[config.mk]
export PLATFORM = sky130hd
export DESIGN_NAME = spr_access_guard
export DESIGN_NICKNAME = d
export VERILOG_FILES = /design/src/rtl/spr_guard_pkg.sv /design/src/rtl/spr_num_unswap.sv /design/src/rtl/spr_class_rom.sv /design/src/rtl/spr_priv_check.sv /design/src/rtl/spr_reg_bank.sv /design/src/rtl/spr_access_guard.sv
export SDC_FILE = /design/constraint.sdc
export NUM_CORES = 1
export LEC_CHECK = 0
export ABC_AREA = 1
export BUFFER_PORTS_ARGS = -buffer_cell sky130_fd_sc_hd__buf_4
export CAP_MARGIN = 30
export CORE_ASPECT_RATIO = 1.4
export CORE_MARGIN = 5
export CORE_UTILIZATION = 50
export CTS_CLUSTER_SIZE = 24
export DETAILED_ROUTE_END_ITERATION = 10
export PLACE_DENSITY = 0.67
export SYNTH_ARGS = -nofsm -noshare
export SYNTH_HDL_FRONTEND = slang
export SYNTH_HIERARCHICAL = 1
export SYNTH_SLANG_ARGS = --single-unit
[constraint.sdc]
create_clock -name clk_i -period 1 [get_ports clk_i]
set_input_delay 0.3 -clock clk_i [delete_from_list [all_inputs] [get_ports clk_i]]
set_output_delay 0.3 -clock clk_i [all_outputs]
set_load 0.03 [all_outputs]
[src/rtl/spr_guard_pkg.sv]
package spr_guard_pkg;
  localparam int NUM_W  = 10;
  localparam int HALF_W = NUM_W / 2;
  localparam int NREG   = 11;
  localparam int IDX_W  = $clog2(NREG);

  typedef enum logic [3:0] {
    ACC_USER,
    ACC_USER_RO,
    ACC_SUP,
    ACC_SUP_RO,
    ACC_HYP,
    ACC_HYP_RO,
    ACC_HYP_WO,
    ACC_HYP_RCLR,
    ACC_HYP_WGR
  } acc_class_e;

  typedef struct packed {
    logic             hit;
    acc_class_e       cls;
    logic [IDX_W-1:0] idx;
    logic             redir;
    logic [IDX_W-1:0] gidx;
  } map_ent_t;

  function automatic map_ent_t mk(acc_class_e c, int i, logic r, int g);
    map_ent_t e;
    e.hit   = 1'b1;
    e.cls   = c;
    e.idx   = IDX_W'(i);
    e.redir = r;
    e.gidx  = IDX_W'(g);
    return e;
  endfunction

  // key = {pmr space, register number}
  function automatic map_ent_t map_lookup(logic pmr, logic [NUM_W-1:0] num);
    map_ent_t e;
    e = '0;
    case ({pmr, num})
      {1'b0, 10'd22}:  e = mk(ACC_SUP,      0,  1'b0, 0);
      {1'b0, 10'd287}: e = mk(ACC_SUP_RO,   1,  1'b0, 0);
      {1'b0, 10'd256}: e = mk(ACC_USER,     2,  1'b0, 0);
      {1'b0, 10'd259}: e = mk(ACC_USER_RO,  2,  1'b0, 0);
      {1'b0, 10'd61}:  e = mk(ACC_SUP,      3,  1'b1, 4);
      {1'b0, 10'd383}: e = mk(ACC_HYP,      4,  1'b0, 0);
      {1'b0, 10'd304}: e = mk(ACC_HYP,      5,  1'b0, 0);
      {1'b0, 10'd305}: e = mk(ACC_HYP_RO,   5,  1'b0, 0);
      {1'b0, 10'd306}: e = mk(ACC_HYP_WO,   6,  1'b0, 0);
      {1'b0, 10'd336}: e = mk(ACC_HYP_RCLR, 7,  1'b0, 0);
      {1'b0, 10'd338}: e = mk(ACC_HYP_WGR,  8,  1'b0, 0);
      {1'b1, 10'd400}: e = mk(ACC_SUP,      9,  1'b0, 0);
      {1'b1, 10'd384}: e = mk(ACC_USER_RO,  9,  1'b0, 0);
      {1'b1, 10'd16}:  e = mk(ACC_SUP,      10, 1'b0, 0);
      {1'b1, 10'd0}:   e = mk(ACC_USER_RO,  10, 1'b0, 0);
      default:         e = '0;
    endcase
    return e;
  endfunction
endpackage

[src/rtl/spr_num_unswap.sv]
module spr_num_unswap #(
  parameter int W = 10
) (
  input  logic [W-1:0] raw_i,
  output logic [W-1:0] num_o
);
  localparam int H = W / 2;
  assign num_o = {raw_i[H-1:0], raw_i[W-1:H]};
endmodule

[src/rtl/spr_class_rom.sv]
module spr_class_rom
  import spr_guard_pkg::*;
(
  input  logic             pmr_i,
  input  logic [NUM_W-1:0] num_i,
  output map_ent_t         ent_o
);
  always_comb ent_o = map_lookup(pmr_i, num_i);
endmodule

[src/rtl/spr_priv_check.sv]
module spr_priv_check
  import spr_guard_pkg::*;
#(
  parameter bit HYP_PRESENT = 1'b1
) (
  input  map_ent_t         ent_i,
  input  logic             write_i,
  input  logic             guest_i,
  input  logic             prob_i,
  output logic             grant_o,
  output logic             priv_exc_o,
  output logic             illegal_o,
  output logic [IDX_W-1:0] target_o
);
  logic sup_ok, hyp_ok, gsup, ok;

  assign sup_ok = !prob_i;

  generate
    if (HYP_PRESENT) begin : g_hyp
      assign hyp_ok = !guest_i && !prob_i;
      assign gsup   = guest_i && !prob_i;
    end else begin : g_nohyp
      assign hyp_ok = !prob_i;
      assign gsup   = 1'b0;
    end
  endgenerate

  always_comb begin
    unique case (ent_i.cls)
      ACC_USER:     ok = 1'b1;
      ACC_USER_RO:  ok = !write_i;
      ACC_SUP:      ok = sup_ok;
      ACC_SUP_RO:   ok = sup_ok && !write_i;
      ACC_HYP:      ok = hyp_ok;
      ACC_HYP_RO:   ok = hyp_ok && !write_i;
      ACC_HYP_WO:   ok = hyp_ok && write_i;
      ACC_HYP_RCLR: ok = hyp_ok;
      ACC_HYP_WGR:  ok = write_i ? hyp_ok : sup_ok;
      default:      ok = 1'b0;
    endcase
  end

  assign illegal_o  = !ent_i.hit;
  assign grant_o    = ent_i.hit && ok;
  assign priv_exc_o = ent_i.hit && !ok;
  assign target_o   = !ent_i.hit ? '0 :
                      (ent_i.redir && gsup) ? ent_i.gidx : ent_i.idx;
endmodule

[src/rtl/spr_reg_bank.sv]
module spr_reg_bank #(
  parameter int                    NREG   = 11,
  parameter int                    DW     = 32,
  parameter int                    IDX_W  = 4,
  parameter logic [NREG*DW-1:0]    INIT   = '0
) (
  input  logic             clk_i,
  input  logic             rst_ni,
  input  logic             we_i,
  input  logic             clr_i,
  input  logic [IDX_W-1:0] idx_i,
  input  logic [DW-1:0]    wdata_i,
  output logic [DW-1:0]    rdata_o
);
  logic [DW-1:0] q [NREG];

  for (genvar i = 0; i < NREG; i++) begin : g_reg
    always_ff @(posedge clk_i or negedge rst_ni) begin
      if (!rst_ni) begin
        q[i] <= INIT[i*DW +: DW];
      end else if (we_i && idx_i == IDX_W'(i)) begin
        q[i] <= clr_i ? (q[i] & ~wdata_i) : wdata_i;
      end
    end
  end

  always_comb begin
    rdata_o = '0;
    for (int i = 0; i < NREG; i++) begin
      if (idx_i == IDX_W'(i)) rdata_o = q[i];
    end
  end
endmodule

[src/rtl/spr_access_guard.sv]
module spr_access_guard
  import spr_guard_pkg::*;
#(
  parameter bit          HYP_PRESENT = 1'b1,
  parameter int          DATA_W      = 32,
  parameter logic [31:0] VER_ID      = 32'h8021_0010
) (
  input  logic              clk_i,
  input  logic              rst_ni,
  input  logic              valid_i,
  input  logic              pmr_i,
  input  logic [NUM_W-1:0]  field_i,
  input  logic              write_i,
  input  logic              guest_i,
  input  logic              prob_i,
  input  logic [DATA_W-1:0] wdata_i,
  output logic              valid_o,
  output logic [NUM_W-1:0]  regnum_o,
  output logic [IDX_W-1:0]  target_o,
  output logic              grant_o,
  output logic              priv_exc_o,
  output logic              illegal_o,
  output logic [DATA_W-1:0] rdata_o
);
  localparam int VER_IDX  = 1;
  localparam int RCLR_IDX = 7;

  function automatic logic [NREG*DATA_W-1:0] init_vals();
    logic [NREG*DATA_W-1:0] v;
    v = '0;
    v[VER_IDX*DATA_W +: DATA_W]  = DATA_W'(VER_ID);
    v[RCLR_IDX*DATA_W +: DATA_W] = '1;
    return v;
  endfunction

  localparam logic [NREG*DATA_W-1:0] INIT = init_vals();

  logic [NUM_W-1:0]  num;
  map_ent_t          ent;
  logic              grant, priv_exc, illegal;
  logic [IDX_W-1:0]  target;
  logic [DATA_W-1:0] bank_rd;
  logic              bank_we, bank_clr;

  spr_num_unswap #(.W(NUM_W)) u_unswap (
    .raw_i (field_i),
    .num_o (num)
  );

  spr_class_rom u_rom (
    .pmr_i (pmr_i),
    .num_i (num),
    .ent_o (ent)
  );

  spr_priv_check #(.HYP_PRESENT(HYP_PRESENT)) u_chk (
    .ent_i      (ent),
    .write_i    (write_i),
    .guest_i    (guest_i),
    .prob_i     (prob_i),
    .grant_o    (grant),
    .priv_exc_o (priv_exc),
    .illegal_o  (illegal),
    .target_o   (target)
  );

  assign bank_we  = valid_i && grant && write_i;
  assign bank_clr = (ent.cls == ACC_HYP_RCLR);

  spr_reg_bank #(
    .NREG  (NREG),
    .DW    (DATA_W),
    .IDX_W (IDX_W),
    .INIT  (INIT)
  ) u_bank (
    .clk_i   (clk_i),
    .rst_ni  (rst_ni),
    .we_i    (bank_we),
    .clr_i   (bank_clr),
    .idx_i   (target),
    .wdata_i (wdata_i),
    .rdata_o (bank_rd)
  );

  always_ff @(posedge clk_i or negedge rst_ni) begin
    if (!rst_ni) begin
      valid_o    <= 1'b0;
      regnum_o   <= '0;
      target_o   <= '0;
      grant_o    <= 1'b0;
      priv_exc_o <= 1'b0;
      illegal_o  <= 1'b0;
      rdata_o    <= '0;
    end else begin
      valid_o    <= valid_i;
      regnum_o   <= valid_i ? num : '0;
      target_o   <= valid_i ? target : '0;
      grant_o    <= valid_i && grant;
      priv_exc_o <= valid_i && priv_exc;
      illegal_o  <= valid_i && illegal;
      rdata_o    <= (valid_i && grant && !write_i) ? bank_rd : '0;
    end
  end
endmodule

* After elaboration in Yosys (flattened, before gate mapping)
Cells that the tools add are included.
** Cells by class
- Bitwise gates (word level) :: 12
- Divide/modulo/power cells :: 0
- Mux-type cells :: 30
- Magnitude comparators :: 0
- Shifts and indexed selects :: 0
- $mul :: 0
- Reduce and logical (&&, ||, !) cells :: 32
- $add $sub $neg :: 0
- Eq/ne operators :: 33
** Operators with widths (number)
- 2-to-1 mux 32 bit :: 23
- AND 32 bit :: 11
- one-hot mux 14 bit (15 select lines) :: 1
- equality test 11 x 9 -> 1 bit (second input constant) :: 9
- equality test 11 bit (second input constant) :: 4
- equality test 4 x 3 -> 1 bit (second input constant) :: 8
- inverter 32 bit :: 1
- logical AND 1 bit :: 24
- equality test 4 x 2 -> 1 bit (second input constant) :: 4
- equality test 4 bit (second input constant) :: 4
- 2-to-1 mux 4 bit :: 3
- equality test 11 x 5 -> 1 bit (second input constant) :: 1
- equality test 11 x 6 -> 1 bit (second input constant) :: 1
- 2-to-1 mux 10 bit :: 1
- equality test 4 x 1 -> 1 bit (second input constant) :: 2
- logical NOT 4 bit :: 2
- one-hot mux 1 bit (8 select lines) :: 1
- logical NOT 1 bit :: 5
- OR reduction 2 bit :: 1
- 2-to-1 mux 1 bit :: 1
** Storage, ports and cells
- Bits of input ports :: 49
- Bits in registers :: 402
- Bits in writable memories :: 0
- Logic and storage cells :: 125
- Bits in read-only memories :: 0
- Bits in latches :: 0
- Memories kept :: 0

* Longest topological paths before layout
Gate-level depths: netlist (run 1).
- Depth in word-level cells :: 18
- Depth in mapped cells :: 25
- Depth with buffers taken out :: 23

* Modules after synthesis
The synthesis (run 1) kept the hierarchy.
** Modules (own cells, without submodules)
- spr_reg_bank :: area an instance 16076.7 µm², cells an instance 1900, instances 1, seq. area each 8853.5 µm²
- spr_access_guard :: area an instance 1780.5 µm², cells an instance 160, instances 1, seq. area each 1251.2 µm²
- spr_class_rom :: area an instance 521.8 µm², cells an instance 108, instances 1, seq. area each 0.0 µm²
- spr_priv_check :: area an instance 162.7 µm², cells an instance 37, instances 1, seq. area each 0.0 µm²
- spr_num_unswap :: area an instance 75.1 µm², cells an instance 10, instances 1, seq. area each 0.0 µm²

* Worst setup path before layout (run 1)
OpenSTA, ideal clock, no wires.
- Path type :: input port to flip-flop
- Start point :: in field_i[4]
- End point :: reg u_bank/q[247] (netlist name)
- Stages :: 22
- Path buffers :: 4
- Slack :: -1.695 ns
- Required time :: 0.865 ns
- Arrival time :: 2.560 ns
- Cells stage by stage :: buf_4 -> inv_1 -> nand2_2 -> nor2_4 -> nand3_1 -> nand2_1 -> inv_2 -> nand3_1 -> buf_4 -> nand2_1 -> nand2_1 -> nand2_1 -> nand2_1 -> nand3_2 -> nor2_2 -> nand2_1 -> nor2_1 -> buf_2 -> nand3_2 -> clkbuf_1 -> o21ai_0 -> o21ai_0
** RTL lines
- start, declared :: line spr_access_guard.sv:12 : input logic [NUM_W-1:0] field_i,
- end signal, assigned by index :: line spr_reg_bank.sv:20 : q[i] <= INIT[i*DW +: DW];
- end signal, assigned by index :: line spr_reg_bank.sv:22 : q[i] <= clr_i ? (q[i] & ~wdata_i) : wdata_i;
- end, declared :: line spr_reg_bank.sv:15 : logic [DW-1:0] q [NREG];

==> results.md, run 1 <==
| Quantity | Value | Unit |
|---|---|---|
| Status | complete, but fails checks | - |
| Violated checks | hold timing, setup timing | - |
| Synth-to-Final Area Change | 33.7 | % |
| Clock network latency to the later pin of the worst-skew pair | 0.56 | ns |
| Wirelength, routed | 62.1 | mm |
| Ordered list of cells on the worst path | buf_8, inv_4, nand2_4, nor2_4, nand3b_1, nand2_1, nand3b_1, nand2_1, nand2_1, nand2_1, nand2_2, nand3_4, nor2_4, nand2_2, nor2_4, buf_4, buf_4, nand2_4, buf_12, o21ai_0, o21ai_0 | - |
| Number of design-rule violations left by the first detailed-router iteration | 1777 | - |
| Fraction of layout cells with a size suffix above 1 | 28.8 | % |
| Clock sink count | 402 | - |
| Max-Cap Viols | 0 | - |
| Required time reported for the critical path endpoint | 1.42 | ns |
| Top-Level Pins | 99 | - |
| Area fraction in compound gates after synthesis | 19.9 | % |
| Worst endpoint data arrival time | 2.84 | ns |
| Die area | 0.0412 | mm² |
| Via count of the first global-routing pass | 17012 | - |
| Initial core utilization | 50.6 | % |
| Post-synthesis instance total | 2215 | - |
| CTS max path bufs | 3 | - |
| Core Rows | 83 | - |
| Yosys cell types | 27 | - |
| Ys Warns | 6 | - |
| Post-synthesis adder-cell area fraction | 0 | % |
| Routed len/inst | 21.2 | µm |
| Worst-case setup slack after placement | -1.96 | ns |
| Power density over the cells | 1360 | mW/mm² |
| First-pass GRT wire length | 92.7 | mm |
| Post-synthesis instance area | 0.0186 | mm² |
| Final worst path period need | 2.42 | ns |
| Crit. End Element | flip-flop | - |
| # fillers | 2842 | - |
| Max Clk Rate | 413 | MHz |
| Final period util | 242 | % |
| Cell chosen for the clock root | sky130_fd_sc_hd__clkbuf_16 | - |
| Post-route antenna net violation count | 0 | - |
| Routed via count | 17495 | - |
| Reg2Reg Setup Slack | -0.25 | ns |
| Overall routing resource usage | 27.9 | % |
| Die height | 238 | µm |
| P_leak | 11.4 | nW |
| Final #Nets | 2483 | - |
| Worst Hold Slack | -0.00675 | ns |
| Number of vias per cell | 5.97 | - |
| Number of endpoints with negative hold slack in the final report | 2 | - |
| Syn Area/Cell | 8.40 | µm² |
| Mux share of post-synthesis cell area | 0 | % |
| RSZ-0062 raised after global routing | true | - |
| Inserted Diodes | 0 | - |
| Area fraction in and, or, nand and nor cells after synthesis | 18.5 | % |
| Antenna violations before repair | 0 | - |
| Inserted Clock Buffers | 40 | - |
| Flop and latch count out of synthesis | 402 | - |
| Worst setup SP type | input pin | - |
| Count of port buffers added during placement | 98 | - |
| Share of the yosys chip area belonging to registers | 54.3 | % |
| Most numerous cell on the critical path | sky130_fd_sc_hd__nand2_1 | - |
| Kind of cell with the highest combined delay on the critical path | simple AND/OR/NAND/NOR gates | - |
| Level count of the clock H-tree | 2 | - |
| CTS tree | built | - |
| Buf/Inv on CP | 5 | - |
| Clock transition at path regs | 0.06 | ns |
| Worst Clk Skew | 0.0310 | ns |
| Peak fanout along the critical path | 44 | - |
| Fraction of synthesized cell area in xor and xnor cells | 0 | % |
| Final-report setup violation count | 441 | - |
| Maximum number of pins on one net before global-route repair | 73 | - |
| Worst min path class | input pin to flip-flop | - |
| Standard cell core area | 0.0368 | mm² |
| Worst ir drop on vdd | 1.35 | mV |
| Detailed-route DRC error count | 0 | - |
| Worst Path Class, Setup | input pin to flip-flop | - |
| Total grt overflow | 0 | - |
| Core utilization of the finished layout | 67.7 | % |
| Min setup slack post-route | -1.42 | ns |
| Largest cells by area after synthesis | sky130_fd_sc_hd__dfrtp_1 (49%), sky130_fd_sc_hd__o21ai_0 (17%), sky130_fd_sc_hd__nand2_1 (6.4%) | - |
| Pre-antenna DRT Iters | 8 | - |
| Top cell type's share of synthesized area | 49.2 | % |
| Max-slew violation count | 0 | - |
| Weighted congestion at the end of routability-driven global placement | 0.903 | - |
| Final HPWL from detailed placement | 35.6 | mm |
| Cell with the biggest individual delay on the critical path | sky130_fd_sc_hd__nand3b_1 | - |
| Die width | 173 | µm |
| CP peak stage delay | 0.22 | ns |
| Biggest area consumer among synthesized cells | sky130_fd_sc_hd__dfrtp_1 | - |
| Combinational family with the most area after synthesis | compound AO/OA/AOI/OAI gates | - |
## synth_stat cells, drive strengths merged
master and number:
dfstp 36, nand2 338, dfrtp 366, nand3b 3, clkbuf 144, nand4 67
nand3 127, o21ai 712, a21oi 26, conb 1, inv 131, buf 54
or2 28, nor2 182
## state kept, by name, summed over array words and instances (netlist names)
| name | count |
|---|---|
| u_bank/q | 352 |
| rdata_o | 32 |
| regnum_o | 10 |
| target_o | 4 |
| grant_o | 1 |
| illegal_o | 1 |
| priv_exc_o | 1 |
| valid_o | 1 |
## timing repair
action / CTS / global route
gates cloned: 10 / 10
hold buffers: 6 / 1
pin swaps: 32 / 23
setup buffers: 26 / 11
hold endpoints to repair: 247 / 1
endpoints found under the setup margin: 441 / 441
resized for setup: 196 / 300
## cells in the final DEF (no fill, tap or decap), drive strengths merged, types with 4 or more instances in the layout
cell and count:
nand4 67, dfstp 36, dlygate4sd3 7, bufbuf 5, nor2 182, clkinv 9, inv 133, nand3 127
a21oi 26, o21ai 712, buf 351, clkbuf 64, dfrtp 366, nand2 338, bufinv 4, or2 28
## area by class of cell
| cell class | count | area (µm²) | area share (%) |
|---|---|---|---|
| sequential | 402 | 10100 | 40.6 |
| multi-input combinational | 1486 | 7880 | 31.7 |
| timing repair buffer | 373 | 4460 | 17.9 |
| clock buffer | 54 | 1130 | 4.55 |
| tap | 467 | 584 | 2.35 |
| inverter | 131 | 517 | 2.08 |
| clock inverter | 18 | 216 | 0.870 |
## worst paths after layout
| check | start | to | cells after the start |
|---|---|---|---|
| max in group asynchronous | rst_ni | u_bank/q[113]$_DFFE_PN1P_ | 3 |
| max | field_i[1] | u_bank/q[269]$_DFFE_PN0P_ | 21 |
| min | field_i[6] | regnum_o[1]$_DFF_PN0_ | 3 |
| max reg2reg | u_bank/q[343]$_DFFE_PN0P_ | rdata_o[23]$_DFF_PN0_ | 8 |
| min reg2reg | u_bank/q[102]$_DFFE_PN1P_ | u_bank/q[102]$_DFFE_PN1P_ | 2 |
| min in group asynchronous | rst_ni | regnum_o[0]$_DFF_PN0_ | 3 |
## per-stage QoR
stage | power, mW | hold slack (ns) | std cells | cell area [µm²] | TNS [ns]
after global placement | 18.4 | 0.376 | 2795 | 21800 | -691.68
after CTS | 34.0 | 0.00303 | 2909 | 24100 | -475.25
after detailed placement | 18.5 | 0.368 | 2795 | 21800 | -719.35
after global routing | 34.9 | 0.0170 | 2931 | 24900 | -600.75
final | 33.8 | -0.00675 | 2931 | 24900 | -522.73
after floorplan | 17.4 | 0.00441 | 2217 | 19000 | -568.75
## metal layers
metal	GRT usage, %	wire (µm)	up-vias
li1	-	-	7894
met1	35.1	23700	8547
met2	48.1	30600	832
met3	3.99	4390	222
met4	13.0	3430	0
met5	0	0	-
## logic make-up (layout without fill, tap and decap cells)
kind of cell	after synthesis	after routing
flip-flops	402	402
other	1	3
AND/OR/NAND/NOR	745	745
AO/OA/AOI/OAI	738	738
buffers and inverters	329	576
## report_power, final
part	internal, mW	switching, mW	total (mW)
Clock	9.04	6.52	15.6
Combinational	0.747	1.12	1.86
Sequential	16.4	0.0500	16.4
## worst reg2reg max path, cell delays in order, from the launching register on
cell and delay [ns]:
sky130_fd_sc_hd__dfrtp_1 0.38, sky130_fd_sc_hd__nand3_1 0.09, sky130_fd_sc_hd__nand3_1 0.08, sky130_fd_sc_hd__nor2_1 0.11, sky130_fd_sc_hd__nand4_1 0.10, sky130_fd_sc_hd__nor2_1 0.09, sky130_fd_sc_hd__nand4_1 0.16, sky130_fd_sc_hd__inv_1 0.11
sky130_fd_sc_hd__nor2_2 0.04
(Power assumes the default switching activity.)
==> run 2, diff against run 1 <==
--- a/config.mk
+++ b/config.mk
@@ -9,11 +9,10 @@
 export BUFFER_PORTS_ARGS = -buffer_cell sky130_fd_sc_hd__buf_4
 export CAP_MARGIN = 30
 export CORE_ASPECT_RATIO = 1.4
-export CORE_MARGIN = 5
 export CORE_UTILIZATION = 50
 export CTS_CLUSTER_SIZE = 24
 export DETAILED_ROUTE_END_ITERATION = 10
-export PLACE_DENSITY = 0.67
+export PLACE_DENSITY = 0.64
 export SYNTH_ARGS = -nofsm -noshare
 export SYNTH_HDL_FRONTEND = slang
 export SYNTH_HIERARCHICAL = 1
==> constraint.sdc (replaced) <==
create_clock -name clk_i -period 2.6 [get_ports clk_i]
set_input_delay 0.78 -clock clk_i [delete_from_list [all_inputs] [get_ports clk_i]]
set_output_delay 0.78 -clock clk_i [all_outputs]
set_load 0.03 [all_outputs]
==> run 2 against run 1 <==
The run ends with setup timing left. Register-to-register slack improved by 1.6 ns. Largest cell class unchanged. Clock skew shrank 0.015 ns. Design area increased by 8.3%. Sequential share of layout area fell by 3.1 points. Setup slack better by 1.0 ns. Critical endpoint is now u_bank/q[11]$_DFFE_PN0P_. Worst hold slack gained 0.18 ns. Sequential power decreased by 61%. First-iteration DRC count rose by 20%.
==> results.md, run 2 (synthesis results as in run 1) <==
| Quantity | Value | Unit | Change |
|---|---|---|---|
| Top Registers | u_bank/q: 352 flops, rdata_o: 32 flops, regnum_o: 10 flops | - |  |
| Kind of cell with the highest combined delay on the critical path | simple AND/OR/NAND/NOR gates | - |  |
| Inserted Diodes | 0 | - | unchanged |
| Max Clk Rate | 330 | MHz |  |
| Die width | 165 | µm | -4.6% |
| Total grt overflow | 0 | - | unchanged |
| Buf/Inv on CP | 8 | - | +3 |
| Largest register FFs | 352 | - | unchanged |
| Cell chosen for the clock root | sky130_fd_sc_hd__clkbuf_16 | - |  |
| Largest reg by FF count | u_bank/q | - |  |
| Footprint of the flip-flops and latches | 0.0101 | mm² | unchanged |
| Detailed-route DRC error count | 0 | - | unchanged |
| Antenna violations before repair | 3 | - | +3 |
| Inserted Clock Buffers | 41 | - | +2.5% |
| Routed len/inst | 25.5 | µm | +21% |
| Pre-antenna DRT Iters | 6 | - | -2 |
| Violated checks | setup timing | - |  |
| P_leak | 12.1 | nW | +6.5% |
| Standard cell core area | 0.0367 | mm² | -0.28% |
| Die area | 0.0380 | mm² | -7.8% |
| Die height | 230 | µm | -3.4% |
| RSZ-0062 raised after global routing | true | - |  |
| Most numerous cell on the critical path | sky130_fd_sc_hd__nor2_4 | - |  |
| # fillers | 2483 | - | -13% |
| Rel. slew slack | 56.1 | % |  |
| Area after DPL | 0.0216 | mm² | -0.77% |
| Ordered list of cells on the worst path | buf_8, inv_8, nand2_8, nor2_4, nand3b_1, buf_4, nand3_2, nor2_2, nand2_2, o21ai_2, nor2_2, buf_6, inv_4, nor2_4, inv_2, nor2_4, buf_6, nand2_8, clkbuf_16, o21ai_0, o21ai_0 | - |  |
| Fraction of layout cells with a size suffix above 1 | 37.8 | % | +9.0 points |
| Max-slew violation count | 0 | - | unchanged |
| Wirelength, routed | 76.0 | mm | +22% |
| Most used cells in the layout excluding fill and tap cells | sky130_fd_sc_hd__dfrtp_1 (366), sky130_fd_sc_hd__nand2_1 (294), sky130_fd_sc_hd__o21ai_1 (285) | - |  |
| Number of gates on the worst path with buffers counted | 21 | - | unchanged |
| Clock transition at path regs | 0.07 | ns | about the same |
| Final HPWL from detailed placement | 35.0 | mm | -1.6% |
| Synth-to-Final Area Change | 44.8 | % |  |
| Worst endpoint data arrival time | 3.48 | ns | +0.64 ns |
| Weighted congestion at the end of routability-driven global placement | 0.864 | - | -4.3% |
| Required time reported for the critical path endpoint | 3.05 | ns | +1.63 ns |
| Count of port buffers added during placement | 98 | - | unchanged |
| Number of vias per cell | 6.32 | - | +5.8% |
| Number of endpoints with negative hold slack in the final report | 0 | - | -2 |
| TNS Setup | -101.65 | ns | +421.08 ns |
| Most frequent standard cell in the layout excluding fill and tap cells | sky130_fd_sc_hd__dfrtp_1 | - |  |
| Slew at the pin closest to its max-slew limit | 0.658 | ns |  |
| Final-report setup violation count | 384 | - | -13% |
| Crit. End Element | flip-flop | - |  |
| CTS max path bufs | 3 | - | unchanged |
| First-pass GRT wire length | 90.7 | mm | -2.1% |
| Logic depth of the worst register-to-register path | 8 | - | unchanged |
| Worst min path class | input pin to asynchronous set/reset pin | - |  |
| Post-route antenna net violation count | 0 | - | unchanged |
| Level count of the clock H-tree | 2 | - | unchanged |
| Clock network latency to the later pin of the worst-skew pair | 0.58 | ns | +0.02 ns |
| Via count of the first global-routing pass | 16508 | - | -3.0% |
| Worst ir drop on vdd | 0.445 | mV | -67% |
| Clock sink count | 402 | - | unchanged |
| Max-Cap Viols | 0 | - | unchanged |
| Routed via count | 18795 | - | +7.4% |
| Initial core utilization | 50.8 | % | +0.14 points |
| Maximum number of pins on one net before global-route repair | 68 | - | -6.8% |
| Worst Path Class, Setup | input pin to flip-flop | - |  |
| CP peak stage delay | 0.24 | ns | +0.02 ns |
| Multi-input gate area in the final layout | 0.00886 | mm² | +12% |
| Cell with the biggest individual delay on the critical path | sky130_fd_sc_hd__nor2_4 | - |  |
| Top-Level Pins | 99 | - | unchanged |
| Final period util | 116 | % |  |
| Core Rows | 83 | - | unchanged |
| Area of all placed cells without fillers | 0.0270 | mm² | +8.3% |
| Peak fanout along the critical path | 5 | - | -89% |
| Worst Clk Skew | 0.0159 | ns | -0.0151 ns |
| Power density over the cells | 496 | mW/mm² | -64% |
| CTS tree | built | - |  |
| Final #Nets | 2525 | - | +1.7% |
| Final worst path period need | 3.03 | ns |  |
| Min setup slack post-route | -0.428 | ns | +0.996 ns |
| Worst setup SP type | input pin | - |  |
| Core utilization of the finished layout | 73.5 | % | +5.8 points |
| Number of design-rule violations left by the first detailed-router iteration | 2138 | - | +20% |
| Overall routing resource usage | 31.2 | % | +3.3 points |
| Status | complete, but fails checks | - |  |
run 2: cell type report:
| cell class | count | area share, % |
|---|---|---|
| clock inverters | 13 | 0.673 |
| inverters | 131 | 2.06 |
| clock buffers | 62 | 4.66 |
| repair buffers | 412 | 20.1 |
| flip-flops and latches | 402 | 37.5 |
| well taps | 467 | 2.17 |
| multi-input cells | 1488 | 32.9 |
run 2: worst reg2reg max path, stage by stage, from the launching register on:
cell and delay [ns]:
sky130_fd_sc_hd__dfrtp_1 0.41, sky130_fd_sc_hd__nand3_1 0.12, sky130_fd_sc_hd__nand4_1 0.11, sky130_fd_sc_hd__nor2_1 0.14, sky130_fd_sc_hd__nand4_1 0.12, sky130_fd_sc_hd__nand2_1 0.08
sky130_fd_sc_hd__nand3_1 0.07, sky130_fd_sc_hd__inv_1 0.07, sky130_fd_sc_hd__nor2_2 0.04
run 2: per-stage QoR:
step	power [mW]	hold WS, ns	setup WS (ns)	instances
2_1_floorplan	6.70	0.458	-0.393	2217
3_3_place_gp	7.07	0.470	-0.808	2771
3_5_place_dp	7.08	0.475	-0.879	2771
4_1_cts	13.3	0.240	-0.146	2893
5_1_grt	13.7	0.213	-0.545	2975
6_report	13.4	0.172	-0.428	2975
run 2: layer usage:
layer / track usage, % / share of wire, % / vias to the layer above
li1: - / - / 8021
met1: 41.0 / 35 / 9087
met2: 50.9 / 46 / 1265
met3: 4.13 / 11 / 420
met4: 14.7 / 7.7 / 2
met5: 0 / 0.017 / -
run 2: report_power, final:
| group | internal (mW) | switching (mW) | total [mW] |
|---|---|---|---|
| Sequential | 6.30 | 0.0252 | 6.32 |
| Clock | 3.74 | 2.58 | 6.32 |
| Combinational | 0.276 | 0.445 | 0.721 |
run 2: repair_timing:
| action | 4_1_cts | 5_1_grt |
|---|---|---|
| buffers inserted | 40 | 38 |
| setup endpoints to repair | 383 | 384 |
| pin swaps | 46 | 107 |
| cloned | 8 | 49 |
| hold buffers | 0 | 0 |
| resized for setup | 199 | 678 |
run 2: final timing paths:
| check | to | slack [ns] | start |
|---|---|---|---|
| max | u_bank/q[11]$_DFFE_PN0P_ | -0.43 | field_i[1] |
| min | u_bank/q[350]$_DFFE_PN0P_ | 0.17 | rst_ni |
| max reg2reg | rdata_o[11]$_DFF_PN0_ | 1.33 | u_bank/q[235]$_DFFE_PN0P_ |
| min reg2reg | u_bank/q[105]$_DFFE_PN1P_ | 0.47 | u_bank/q[105]$_DFFE_PN1P_ |
| max in group asynchronous | u_bank/q[304]$_DFFE_PN1P_ | 1.57 | rst_ni |
| min in group clk_i | regnum_o[9]$_DFF_PN0_ | 0.42 | field_i[4] |
